==> src/rtl/bsd_pkg.sv <==
package bsd_pkg;

  localparam int ADDR_W = 32;
  localparam int AM_W   = 6;

  typedef enum logic [1:0] {SPC_A16, SPC_A24, SPC_A32, SPC_NONE} space_e;
  typedef enum logic [1:0] {KND_DATA, KND_PROG, KND_BLOCK, KND_NONE} kind_e;

  typedef struct packed {
    logic   valid;
    logic   priv;
    space_e space;
    kind_e  kind;
  } am_info_t;

  // Bit layout of the code: [5:4] space group, [3] must be 1,
  // [2] supervisor flag, [1:0] kind (01 data, 10 program, 11 block).
  function automatic am_info_t am_classify(input logic [AM_W-1:0] code);
    am_info_t r;
    r.valid = 1'b0;
    r.priv  = code[2];
    r.space = SPC_NONE;
    r.kind  = KND_NONE;
    if (code[3] && code[1:0] != 2'b00) begin
      unique case (code[5:4])
        2'b11: begin r.space = SPC_A24; r.valid = 1'b1; end
        2'b00: begin r.space = SPC_A32; r.valid = 1'b1; end
        2'b10: begin
          if (code[1:0] == 2'b01) begin
            r.space = SPC_A16;
            r.valid = 1'b1;
          end
        end
        default: r.valid = 1'b0;
      endcase
      if (r.valid) begin
        unique case (code[1:0])
          2'b01:   r.kind = KND_DATA;
          2'b10:   r.kind = KND_PROG;
          default: r.kind = KND_BLOCK;
        endcase
      end
    end
    return r;
  endfunction

  function automatic int unsigned space_bits(input space_e s);
    unique case (s)
      SPC_A16: return 16;
      SPC_A24: return 24;
      default: return 32;
    endcase
  endfunction

  // Ones on the significant bits at or above the window size.
  function automatic logic [ADDR_W-1:0] cmp_mask(input space_e s, input int unsigned wb);
    logic [ADDR_W:0] top;
    logic [ADDR_W:0] low;
    top = ({{ADDR_W{1'b0}}, 1'b1} << space_bits(s)) - 1'b1;
    low = ({{ADDR_W{1'b0}}, 1'b1} << wb) - 1'b1;
    top = top & ~low;
    return top[ADDR_W-1:0];
  endfunction

  function automatic logic [2:0] beat_bytes(input logic wide);
    return wide ? 3'd4 : 3'd2;
  endfunction

endpackage

==> src/rtl/bsd_am_decode.sv <==
module bsd_am_decode
  import bsd_pkg::*;
(
  input  logic [AM_W-1:0] code,
  output am_info_t        info
);
  always_comb info = am_classify(code);
endmodule

==> src/rtl/bsd_window.sv <==
module bsd_window
  import bsd_pkg::*;
#(
  parameter int WIN_BITS = 12
) (
  input  logic [ADDR_W-1:0] addr,
  input  logic [ADDR_W-1:0] base,
  input  space_e            space,
  output logic              hit
);
  logic [ADDR_W-1:0] mask;
  always_comb begin
    mask = cmp_mask(space, WIN_BITS);
    hit  = (space != SPC_NONE) && (((addr ^ base) & mask) == '0);
  end
endmodule

==> src/rtl/bsd_blk_track.sv <==
module bsd_blk_track
  import bsd_pkg::*;
#(
  parameter int WIN_BITS = 12
) (
  input  logic                clk,
  input  logic                rst_n,
  input  logic                load,
  input  logic [WIN_BITS-1:0] load_val,
  input  logic                adv,
  input  logic                wide,
  output logic [WIN_BITS-1:0] cur
);
  logic [WIN_BITS-1:0] step;
  always_comb step = WIN_BITS'(beat_bytes(wide));

  always_ff @(posedge clk or negedge rst_n) begin
    if (!rst_n)    cur <= '0;
    else if (load) cur <= load_val;
    else if (adv)  cur <= cur + step;
  end
endmodule

==> src/rtl/bp_slave_decoder.sv <==
module bp_slave_decoder
  import bsd_pkg::*;
#(
  parameter int WIN_BITS = 12
) (
  input  logic                clk,
  input  logic                rst_n,
  input  logic                as_n,
  input  logic                ds_n,
  input  logic [5:0]          am,
  input  logic [31:0]         addr,
  input  logic [31:0]         cfg_base,
  input  logic                cfg_user_dis,
  input  logic                wide_xfer,
  output logic                sel,
  output logic                ack_req,
  output logic [WIN_BITS-1:0] loc_addr
);
  logic     as_q, ds_q;
  logic     as_fall, ds_rise;
  am_info_t info;
  logic     am_valid, am_priv;
  logic     win_hit, accept;
  logic     sel_q, blk_q, ack_q;
  logic     adv_evt;

  always_ff @(posedge clk or negedge rst_n) begin
    if (!rst_n) begin
      as_q <= 1'b1;
      ds_q <= 1'b1;
    end else begin
      as_q <= as_n;
      ds_q <= ds_n;
    end
  end

  always_comb begin
    as_fall = as_q & ~as_n;
    ds_rise = ~ds_q & ds_n;
  end

  bsd_am_decode u_dec (.code(am), .info(info));

  bsd_window #(.WIN_BITS(WIN_BITS)) u_win (
    .addr(addr), .base(cfg_base), .space(info.space), .hit(win_hit)
  );

  always_comb begin
    am_valid = info.valid;
    am_priv  = info.priv;
    accept   = am_valid & win_hit & (am_priv | ~cfg_user_dis);
  end

  always_ff @(posedge clk or negedge rst_n) begin
    if (!rst_n) begin
      sel_q <= 1'b0;
      blk_q <= 1'b0;
    end else if (as_n) begin
      sel_q <= 1'b0;
      blk_q <= 1'b0;
    end else if (as_fall) begin
      sel_q <= accept;
      blk_q <= accept && (info.kind == KND_BLOCK);
    end
  end

  always_ff @(posedge clk or negedge rst_n) begin
    if (!rst_n) ack_q <= 1'b0;
    else        ack_q <= sel_q & ~ds_n & ~as_n;
  end

  always_comb adv_evt = ds_rise & ack_q & blk_q & ~as_n;

  bsd_blk_track #(.WIN_BITS(WIN_BITS)) u_trk (
    .clk(clk), .rst_n(rst_n), .load(as_fall), .load_val(addr[WIN_BITS-1:0]),
    .adv(adv_evt), .wide(wide_xfer), .cur(loc_addr)
  );

  assign sel     = sel_q;
  assign ack_req = ack_q;
endmodule

==> config.mk <==
export PLATFORM = sky130hd
export DESIGN_NAME = bp_slave_decoder
export DESIGN_NICKNAME = d
export VERILOG_FILES = /design/src/rtl/bsd_pkg.sv /design/src/rtl/bsd_am_decode.sv /design/src/rtl/bsd_window.sv /design/src/rtl/bsd_blk_track.sv /design/src/rtl/bp_slave_decoder.sv
export SDC_FILE = /design/constraint.sdc
export NUM_CORES = 1
export LEC_CHECK = 0
export BUFFER_PORTS_ARGS = -buffer_cell sky130_fd_sc_hd__buf_2
export CAP_MARGIN = 20
export CELL_PAD_IN_SITES_DETAIL_PLACEMENT = 1
export CELL_PAD_IN_SITES_GLOBAL_PLACEMENT = 1
export CORE_MARGIN = 2
export CORE_UTILIZATION = 31
export CTS_BUF_LIST = sky130_fd_sc_hd__clkbuf_4 sky130_fd_sc_hd__clkbuf_8 sky130_fd_sc_hd__clkbuf_16
export DETAILED_ROUTE_END_ITERATION = 8
export PLACE_DENSITY_LB_ADDON = 0.1
export SLEW_MARGIN = 20
export SYNTH_ARGS = -nofsm -noshare
export SYNTH_HDL_FRONTEND = slang
export SYNTH_HIERARCHICAL = 1
export SYNTH_SLANG_ARGS = --single-unit
==> constraint.sdc <==
create_clock -name clk -period 5.65 [get_ports clk]
set_input_delay 1.13 -clock clk [delete_from_list [all_inputs] [get_ports clk]]
set_output_delay 1.13 -clock clk [all_outputs]
set_load 0.03 [all_outputs]
# After elaboration in Yosys (flattened, before gate mapping)
# Index checks and enable logic that the tools add are counted.
dict set report word_totals {
  ff_bits 17
  in_bits 76
  out_inout_bits 14
}
dict set report classes {
  add_sub_neg 2
  n_eq_ne 7
  shift 1
  mux 17
  n_bitwise 16
  reduce_logical 10
}
# cell count
set op_table {}
lappend op_table {{32-bit bitwise AND} 1}
lappend op_table {{32-bit zero test} 1}
lappend op_table {{1-bit by 6-bit << shifter with 32-bit output, first input constant} 1}
lappend op_table {{32-bit by 1-bit subtractor with 32-bit output, second input constant} 1}
lappend op_table {{32-bit XOR} 1}
lappend op_table {{12-bit two-way mux} 2}
lappend op_table {{12-bit by 3-bit adder with 12-bit output} 1}
lappend op_table {{6-bit case mux with 2 select lines} 1}
lappend op_table {{1-bit bitwise AND} 9}
lappend op_table {{2-bit == test, second input constant} 4}
lappend op_table {{1-bit two-way mux} 7}
lappend op_table {{2-bit case mux with 3 select lines} 1}
lappend op_table {{2-bit nonzero test} 3}
lappend op_table {{2-bit by 1-bit == test with 1-bit output, second input constant} 2}
lappend op_table {{2-bit zero test} 2}
lappend op_table {{2-bit two-way mux} 2}
lappend op_table {{4-bit two-way mux} 1}
lappend op_table {{1-bit inverter} 4}
lappend op_table {{2-bit case mux with 2 select lines} 1}
lappend op_table {{1-bit logical AND} 3}
lappend op_table {{3-bit two-way mux} 1}
lappend op_table {{2-bit inequality test, second input constant} 1}
lappend op_table {{1-bit case mux with 2 select lines} 1}
lappend op_table {{2-bit OR reduction} 1}
lappend op_table {{1-bit bitwise OR} 1}

# Longest topological paths before layout
# Gate-level depths: netlist (run 1).
dict set report depth {
  word_depth 18
  mapped_depth 8
  ltp_nobuf 8
}

# By module
# The synthesis (run 1) kept the hierarchy.
# module instances cells_each area_per_inst_um2 seq_area_each_um2
set modules_own_cells {}
lappend modules_own_cells {bsd_blk_track 1 76 715.7 300.3}
lappend modules_own_cells {bsd_window 1 30 239.0 0.0}
lappend modules_own_cells {bp_slave_decoder 1 16 205.2 127.6}
lappend modules_own_cells {bsd_am_decode 1 20 161.4 0.0}

# Worst setup path before layout (run 1)
# OpenSTA, ideal clock, no wires.
dict set report synth_timing {
  path_kind {input port to flip-flop}
  from {input am[0]}
  to {register blk_q}
  t_arrival_ns 2.811
  t_required_ns 5.554
  slack_ns 2.743
  stages 8
  path_buffers 0
  path_cell_list {inv_1 -> ha_1 -> nor3b_4 -> o311ai_1 -> or4_1 -> o22ai_1 -> nand4b_1 -> o32ai_2}
}
# item line_no
set synth_lines {}
lappend synth_lines {{start: declaration} bp_slave_decoder.sv:10} ;# input logic [5:0] am,
lappend synth_lines {{end signal: assignment} bp_slave_decoder.sv:63} ;# blk_q <= accept && (info.kind == KND_BLOCK);
lappend synth_lines {{end: declaration} bp_slave_decoder.sv:24} ;# logic sel_q, blk_q, ack_q;

==> results of run 1 <==
metrics by stage:
| stage | area [µm²] | hold WS (ns) | power [mW] | util (%) |
|---|---|---|---|---|
| after floorplan | 1320 | 0.481 | 0.219 | - |
| after global placement | 1750 | 0.468 | 0.266 | 43.2 |
| after detailed placement | 1750 | 0.476 | 0.272 | 43.2 |
| after CTS | 1800 | 0.492 | 0.373 | 44.4 |
| after global routing | 1810 | 0.510 | 0.391 | 44.6 |
| final | 1810 | 0.488 | 0.367 | 44.6 |
synthesized netlist by cell type, drive strengths merged, types with 4 or more instances:
| library cell | n |
|---|---|
| nand2 | 11 |
| xnor2 | 9 |
| o21ai | 6 |
| inv | 13 |
| nor4 | 4 |
| a31oi | 5 |
| nor2 | 5 |
| o31ai | 4 |
| ha | 7 |
| nand3 | 4 |
| xor2 | 13 |
| or4 | 5 |
| dfrtp | 15 |
area by class of cell:
cell class / instances / share of cell area [%]
multi-input cells: 109 / 46.2
flip-flops and latches: 17 / 23.7
inverters: 13 / 2.70
well taps: 50 / 3.46
clock buffers: 4 / 2.70
repair buffers: 77 / 21.3
path summary, 6_finish.rpt:
| path | slack, ns | to | depth (start not counted) | start |
|---|---|---|---|---|
| worst max register to register | 3.65 | u_trk/cur[9] | 6 | u_trk/cur[1] |
| max in group asynchronous | 4.53 | as_q | 1 | rst_n |
| worst max-delay path | 2.67 | blk_q | 9 | am[0] |
| worst min register to register | 0.49 | u_trk/cur[0] | 1 | u_trk/cur[0] |
| min in group asynchronous | 0.80 | u_trk/cur[9] | 1 | rst_n |
| worst min-delay path | 0.49 | u_trk/cur[0] | 1 | u_trk/cur[0] |
sequential cells by signal (all words and copies together), names as in the netlist:
name	cells
u_trk/cur	12
ack_req	1
as_q	1
blk_q	1
ds_q	1
sel	1
layer usage:
layer	wire (µm)	share of wire [%]
met5	0	0
met1	1540	39
met4	32	0.82
met3	264	6.8
met2	2080	53
power by group through the flow:
| stage | clock, mW | sequential, mW | combinational (mW) |
|---|---|---|---|
| after floorplan | 0 | 0.171 | 0.0484 |
| after global placement | 0 | 0.150 | 0.117 |
| after detailed placement | 0 | 0.151 | 0.121 |
| after CTS | 0.102 | 0.149 | 0.122 |
| after global routing | 0.107 | 0.151 | 0.133 |
| final | 0.0976 | 0.149 | 0.120 |
logic make-up after synthesis:
logic type,count (synthesis)
AOI/OAI and AO/OA,27
adders and majority gates,8
xor gates and xnor gates,22
DFF,17
muxes,2
and+or+nand+nor,50
buffers and inverters,16
==> impl_metrics.tcl, run 1 <==
set metrics [dict create \
    status "finished clean" \
    core_area_um2 4060 \
    antennaDiodeCount 0 \
    routed_wl_um 3910 \
    ys_async_sr_fraction_pct 100 \
    yosysTopAreaCellShare_pct 28.4 \
    grt_overflow 0 \
    crit_family "simple AND/OR/NAND/NOR gates" \
    worstPathCellList "buf_2, inv_1, ha_1, nor3b_4, o311ai_1, or4_1, o22ai_1, nand4b_1, o32ai_2" \
    cp-end-kind "flop" \
    worst_slack_ns 2.67 \
    numCtsBuffers 3 \
    tns_ns 0 \
    yosysWarnings 6 \
    cts_resized 0 \
    place_ws_ns 2.22 \
    layout_commonest_cell "buf_2" \
    rsz0062_at_grt "false" \
    insertion_delay_ns 0.25 \
    grt_pass1_wl_um 6710 \
    ir_drop_mv 0.123 \
    avgSynthCellArea_um2 9.30 \
    cts_post_setup_buffers_inserted 0 \
    synth-simple-area-share_pct 24.0 \
    syn_area_um2 1320 \
    fin_crit_ns 2.98 \
    grt_util_met1_pct 19.0 \
    layout_common_cells "buf_2 (77), dfrtp_1 (15), inv_1 (13), xor2_1 (13), nand2_1 (11)" \
    synth_xor_area_share_pct 14.6 \
    fmax_mhz 336 \
    hp-class "flop to flop" \
    port_buffers 77 \
    multi_input_area_um2 835 \
    ff_latch_area_um2 428 \
    synth-main-ff-cell "dfrtp_1" \
    hpwl_um 3210 \
    clock_path_buffers 2 \
    worst-slew-pin-transition_ns 0.658 \
    final_hold_viol_count 0 \
    power_frac_seq_pct 40.6 \
    ys_types 45 \
    grt_pass1_vias 1462 \
    die_width_um 69.3 \
    grt_busiest_layer "met2" \
    antenna_found_initial 0 \
    ant_nets 0 \
    switching_power_uw 127 \
    cp_slowest_cell "or4_1" \
    worstSetupPathType "input port to flop" \
    clockPowerShare_pct 26.6 \
    worst_setup_path_start_kind "input port" \
    synth-edff-count 0 \
    leakage_nw 0.866 \
    yosysTopAreaCell "dfrtp_1" \
    ys_ff_latch 17 \
    timing.final.crit_share_pct 52.7 \
    cp.arrival_ns 3.14 \
    via_count 1354 \
    initial_core_util_pct 32.6 \
    dieHeight_um 69.3 \
    synth_compound_area_share_pct 14.5 \
    cts.clk_slew.worst_paths_ns 0.07 \
    slew_headroom_pct 56.2 \
    met2_usage_pct 32.2 \
    synthMuxAreaShare_pct 1.61 \
    synth_area_leaders "dfrtp_1 (28%), xor2_1 (8.6%), ha_1 (6.6%), xnor2_1 (6.0%), dfstp_2 (4.0%)" \
    die-area_um2 4800 \
    num-fill-cells 513 \
    firstDrtPassIters 4 \
    layout.cells.non_filler 270 \
    track_usage_pct 17.1 \
    internal_power_uw 240 \
    grt_util_met3_pct 5.09 \
    dp.cells 266 \
    drive_above_1_share_pct 40.5 \
    drcViolationCount 0 \
    syn_nets 226 \
    final_nets 305 \
    worst_path_largest_cell_delay_ns 0.53 \
    synth_cells 142 \
    swShare_pct 34.6 \
    skew_ns 0.00162 \
    num_rows 23 \
    clock_sinks 17 \
    cts_root_buf "clkbuf_8" \
    drv_slew 0 \
    synth_fa_ha_area_share_pct 8.14 \
    synth_top_family_by_area "simple AND/OR/NAND/NOR gates" \
    htreeDepth 1 \
    ctsHoldBuffers 0 \
    critical_path_buf_inv_count 2 \
    syn2layout_area_growth_pct 36.8 \
    synth_seq_area_share_pct 32.4 \
    drv_cap 0 \
    worstPathMaxFanout 5 \
    cts_tree "built" \
    via_per_inst 5.01 \
    gp_congestion 0.734 \
    io_pins 90 \
    drtIter0Drc 36 \
    p_per_area_nw_per_um2 203 \
    comb_power_share_pct 32.8 \
    wire_per_inst_um 14.5 \
    finalSetupViolations 0 \
    grt_max_degree 18 \
    worstPathRequired_ns 5.81 \
]
Power figures use the tool's default switching activity.
==> inputs of run 2 (changes only) <==
--- a/config.mk
+++ b/config.mk
@@ -5,12 +5,13 @@
 export SDC_FILE = /design/constraint.sdc
 export NUM_CORES = 1
 export LEC_CHECK = 0
+export ABC_AREA = 1
 export BUFFER_PORTS_ARGS = -buffer_cell sky130_fd_sc_hd__buf_2
 export CAP_MARGIN = 20
 export CELL_PAD_IN_SITES_DETAIL_PLACEMENT = 1
 export CELL_PAD_IN_SITES_GLOBAL_PLACEMENT = 1
 export CORE_MARGIN = 2
-export CORE_UTILIZATION = 31
+export CORE_UTILIZATION = 26
 export CTS_BUF_LIST = sky130_fd_sc_hd__clkbuf_4 sky130_fd_sc_hd__clkbuf_8 sky130_fd_sc_hd__clkbuf_16
 export DETAILED_ROUTE_END_ITERATION = 8
 export PLACE_DENSITY_LB_ADDON = 0.1
==> constraint.sdc (replaced) <==
create_clock -name clk -period 2.6 [get_ports clk]
set_input_delay 0.52 -clock clk [delete_from_list [all_inputs] [get_ports clk]]
set_output_delay 0.52 -clock clk [all_outputs]
set_load 0.03 [all_outputs]
==> impl_metrics.tcl, run 2 <==
set metrics [dict create \
    status "finished clean" \
    drtIter0Drc 50 \
    worst_path_largest_cell_delay_ns 0.19 \
    cts_resized 0 \
    worstSetupPathType "input port to flop" \
    numCtsBuffers 3 \
    htreeDepth 1 \
    whs_ns 0.188 \
    grt_overflow 0 \
    insertion_delay_ns 0.25 \
    leakage_nw 1.18 \
    cts_root_buf "clkbuf_8" \
    power_frac_seq_pct 39.5 \
    worstPathRequired_ns 2.79 \
    synth_cells 241 \
    ys_types 26 \
    final_nets 405 \
    cp.arrival_ns 2.06 \
    dieHeight_um 80.8 \
    ys_ff_latch 17 \
    track_usage_pct 14.4 \
    die_width_um 80.8 \
    antenna_found_initial 0 \
    worst_setup_path_start_kind "input port" \
    synth_area_leaders "dfrtp_1 (24%), nand2_1 (20%), inv_1 (9.8%), nand3_1 (8.5%), ha_1 (5.7%)" \
    p_per_area_nw_per_um2 400 \
    ys_async_sr_fraction_pct 100 \
    drive_above_1_share_pct 31.6 \
    core_area_um2 5610 \
    postLayoutCellArea_um2 2050 \
    cts.clk_slew.worst_paths_ns 0.07 \
    layout_commonest_cell "nand2_1" \
    yosysTopAreaCellShare_pct 24.4 \
    ctsHoldBuffers 0 \
    final_hold_viol_count 0 \
    clockPowerShare_pct 25.3 \
    largest_reg_flops 12 \
    synth-edff-count 0 \
    worstPathCellList "buf_2, inv_1, ha_1, inv_1, nand2_2, nor2_4, nand3_1, nand3_1, nand2_1, nor2_2, nand3_1, nor2_1, nand2_1, nor2_2, nand3_1, nand2_1" \
    comb_power_share_pct 35.2 \
    clock_path_buffers 2 \
    regMostFlops "u_trk/cur" \
    routed_wl_um 4260 \
    die-area_um2 6540 \
    drv_slew 0 \
    ant_nets 0 \
    antennaDiodeCount 0 \
    crit_path_frequent_cell "nand3_1" \
    io_pins 90 \
    num_rows 27 \
    drv_cap 0 \
    worst-slew-pin-transition_ns 0.481 \
    grt_max_degree 18 \
    yosysWarnings 6 \
    firstDrtPassIters 4 \
    drcViolationCount 0 \
    cts_tree "built" \
    reg2regPathDepth 9 \
    clock_sinks 17 \
    synth_seq_area_share_pct 27.9 \
    grt_pass1_vias 1846 \
    gp_congestion 0.790 \
    synth-main-ff-cell "dfrtp_1" \
    hpwl_um 3650 \
    slew_headroom_pct 67.9 \
    synth_commonest_cells "nand2_1 (82), inv_1 (40), nand3_1 (26), nor2_1 (18), dfrtp_1 (15)" \
    ir_drop_mv 0.202 \
    wire_per_inst_um 10.9 \
    finalSetupViolations 0 \
    syn2layout_area_growth_pct 33.3 \
    via_per_inst 4.47 \
    layout_common_cells "nand2_1 (82), buf_2 (77), inv_1 (40), nand3_1 (26), nor2_1 (18)" \
    cp-end-kind "flop" \
    timing.final.crit_share_pct 72.0 \
    port_buffers 77 \
    tns_ns 0 \
    fin_crit_ns 1.87 \
    swShare_pct 36.0 \
    grt_pass1_wl_um 7540 \
    cts_post_setup_buffers_inserted 0 \
    skew_ns 0.00542 \
    fmax_mhz 534 \
    hp-class "input port to asynchronous set/reset pin" \
    post_dp_cell_area_um2 2000 \
    worstPathMaxFanout 6 \
    rsz0062_at_grt "false" \
    syn_area_um2 1540 \
    avgSynthCellArea_um2 6.37 \
    yosysMostFrequentCell "nand2_1" \
    yosysTopAreaCell "dfrtp_1" \
    via_count 1754 \
    syn_nets 325 \
    worst_slack_ns 0.727 \
    switching_power_uw 295 \
    cp_slowest_cell "nand3_1" \
    place_ws_ns 0.413 \
    initial_core_util_pct 27.4 \
    internal_power_uw 524 \
]
==> run 2: cell types whose count changed after synthesis, moves of 7 or more <==
cell / previous run / this run
nor2_1: 5 / 18
nand2_1: 11 / 82
inv_1: 13 / 40
nand3_1: 4 / 26
a22oi_1: 0 / 7
xor2_1: 13 / 2
==> run 2: kinds of logic (layout without fill, tap and decap cells) <==
family | Yosys count | in the layout | synth area share (%)
DFF | 17 | 17 | 27.9
AOI/OAI and AO/OA | 15 | 15 | 6.44
buffers and inverters | 46 | 125 | 11.6
and+or+nand+nor | 145 | 145 | 41.4
adders and majority gates | 8 | 8 | 7.01
xor gates and xnor gates | 10 | 10 | 5.71
==> run 2: final timing paths <==
path	startpoint	to	slack, ns
max	am[0]	blk_q	0.73
max in group asynchronous	rst_n	as_q	2.08
min reg2reg	u_trk/cur[0]	u_trk/cur[0]	0.48
max reg2reg	u_trk/cur[1]	u_trk/cur[9]	0.86
min	rst_n	u_trk/cur[2]	0.19
min in group clk	ds_n	ds_q	0.39
==> run 2: metrics by stage <==
stage                     std cells  total power, mW  util, %
after floorplan                 241            0.502        -
after global placement          388            0.614     35.6
after detailed placement        388            0.622     35.6
after CTS                       392            0.839     36.5
after global routing            392            0.886     36.5
final                           392            0.819     36.5
==> run 2: power groups by stage <==
| stage | Combinational [mW] | Clock, mW | Sequential [mW] |
|---|---|---|---|
| 2_1_floorplan | 0.133 | 0 | 0.369 |
| 3_3_place_gp | 0.285 | 0 | 0.329 |
| 3_5_place_dp | 0.293 | 0 | 0.329 |
| 4_1_cts | 0.294 | 0.221 | 0.324 |
| 5_1_grt | 0.328 | 0.228 | 0.329 |
| 6_report | 0.288 | 0.207 | 0.324 |
==> run 2: layer usage <==
layer	wire length, µm	track usage, %	vias to the layer above
met3	244	3.11	4
met4	46	3.05	0
met5	0	0	-
met1	1850	16.3	804
met2	2120	27.3	41
li1	-	-	905
==> run 2: area by class of cell <==
| class | instances | area (µm²) |
|---|---|---|
| Fill cell | 769 | 3560 |
| Sequential cell | 17 | 428 |
| Inverter | 44 | 165 |
| Clock buffer | 4 | 48.8 |
| Timing Repair Buffer | 77 | 385 |
| Multi-Input combinational cell | 178 | 930 |
| Tap cell | 72 | 90.1 |
==> run 2: critical path, delay by kind of cell <==
family / cells / cell delay, ns
fa+ha+maj: 1 / 0.18
simple gates: 12 / 1.16
buf+inv: 3 / 0.20
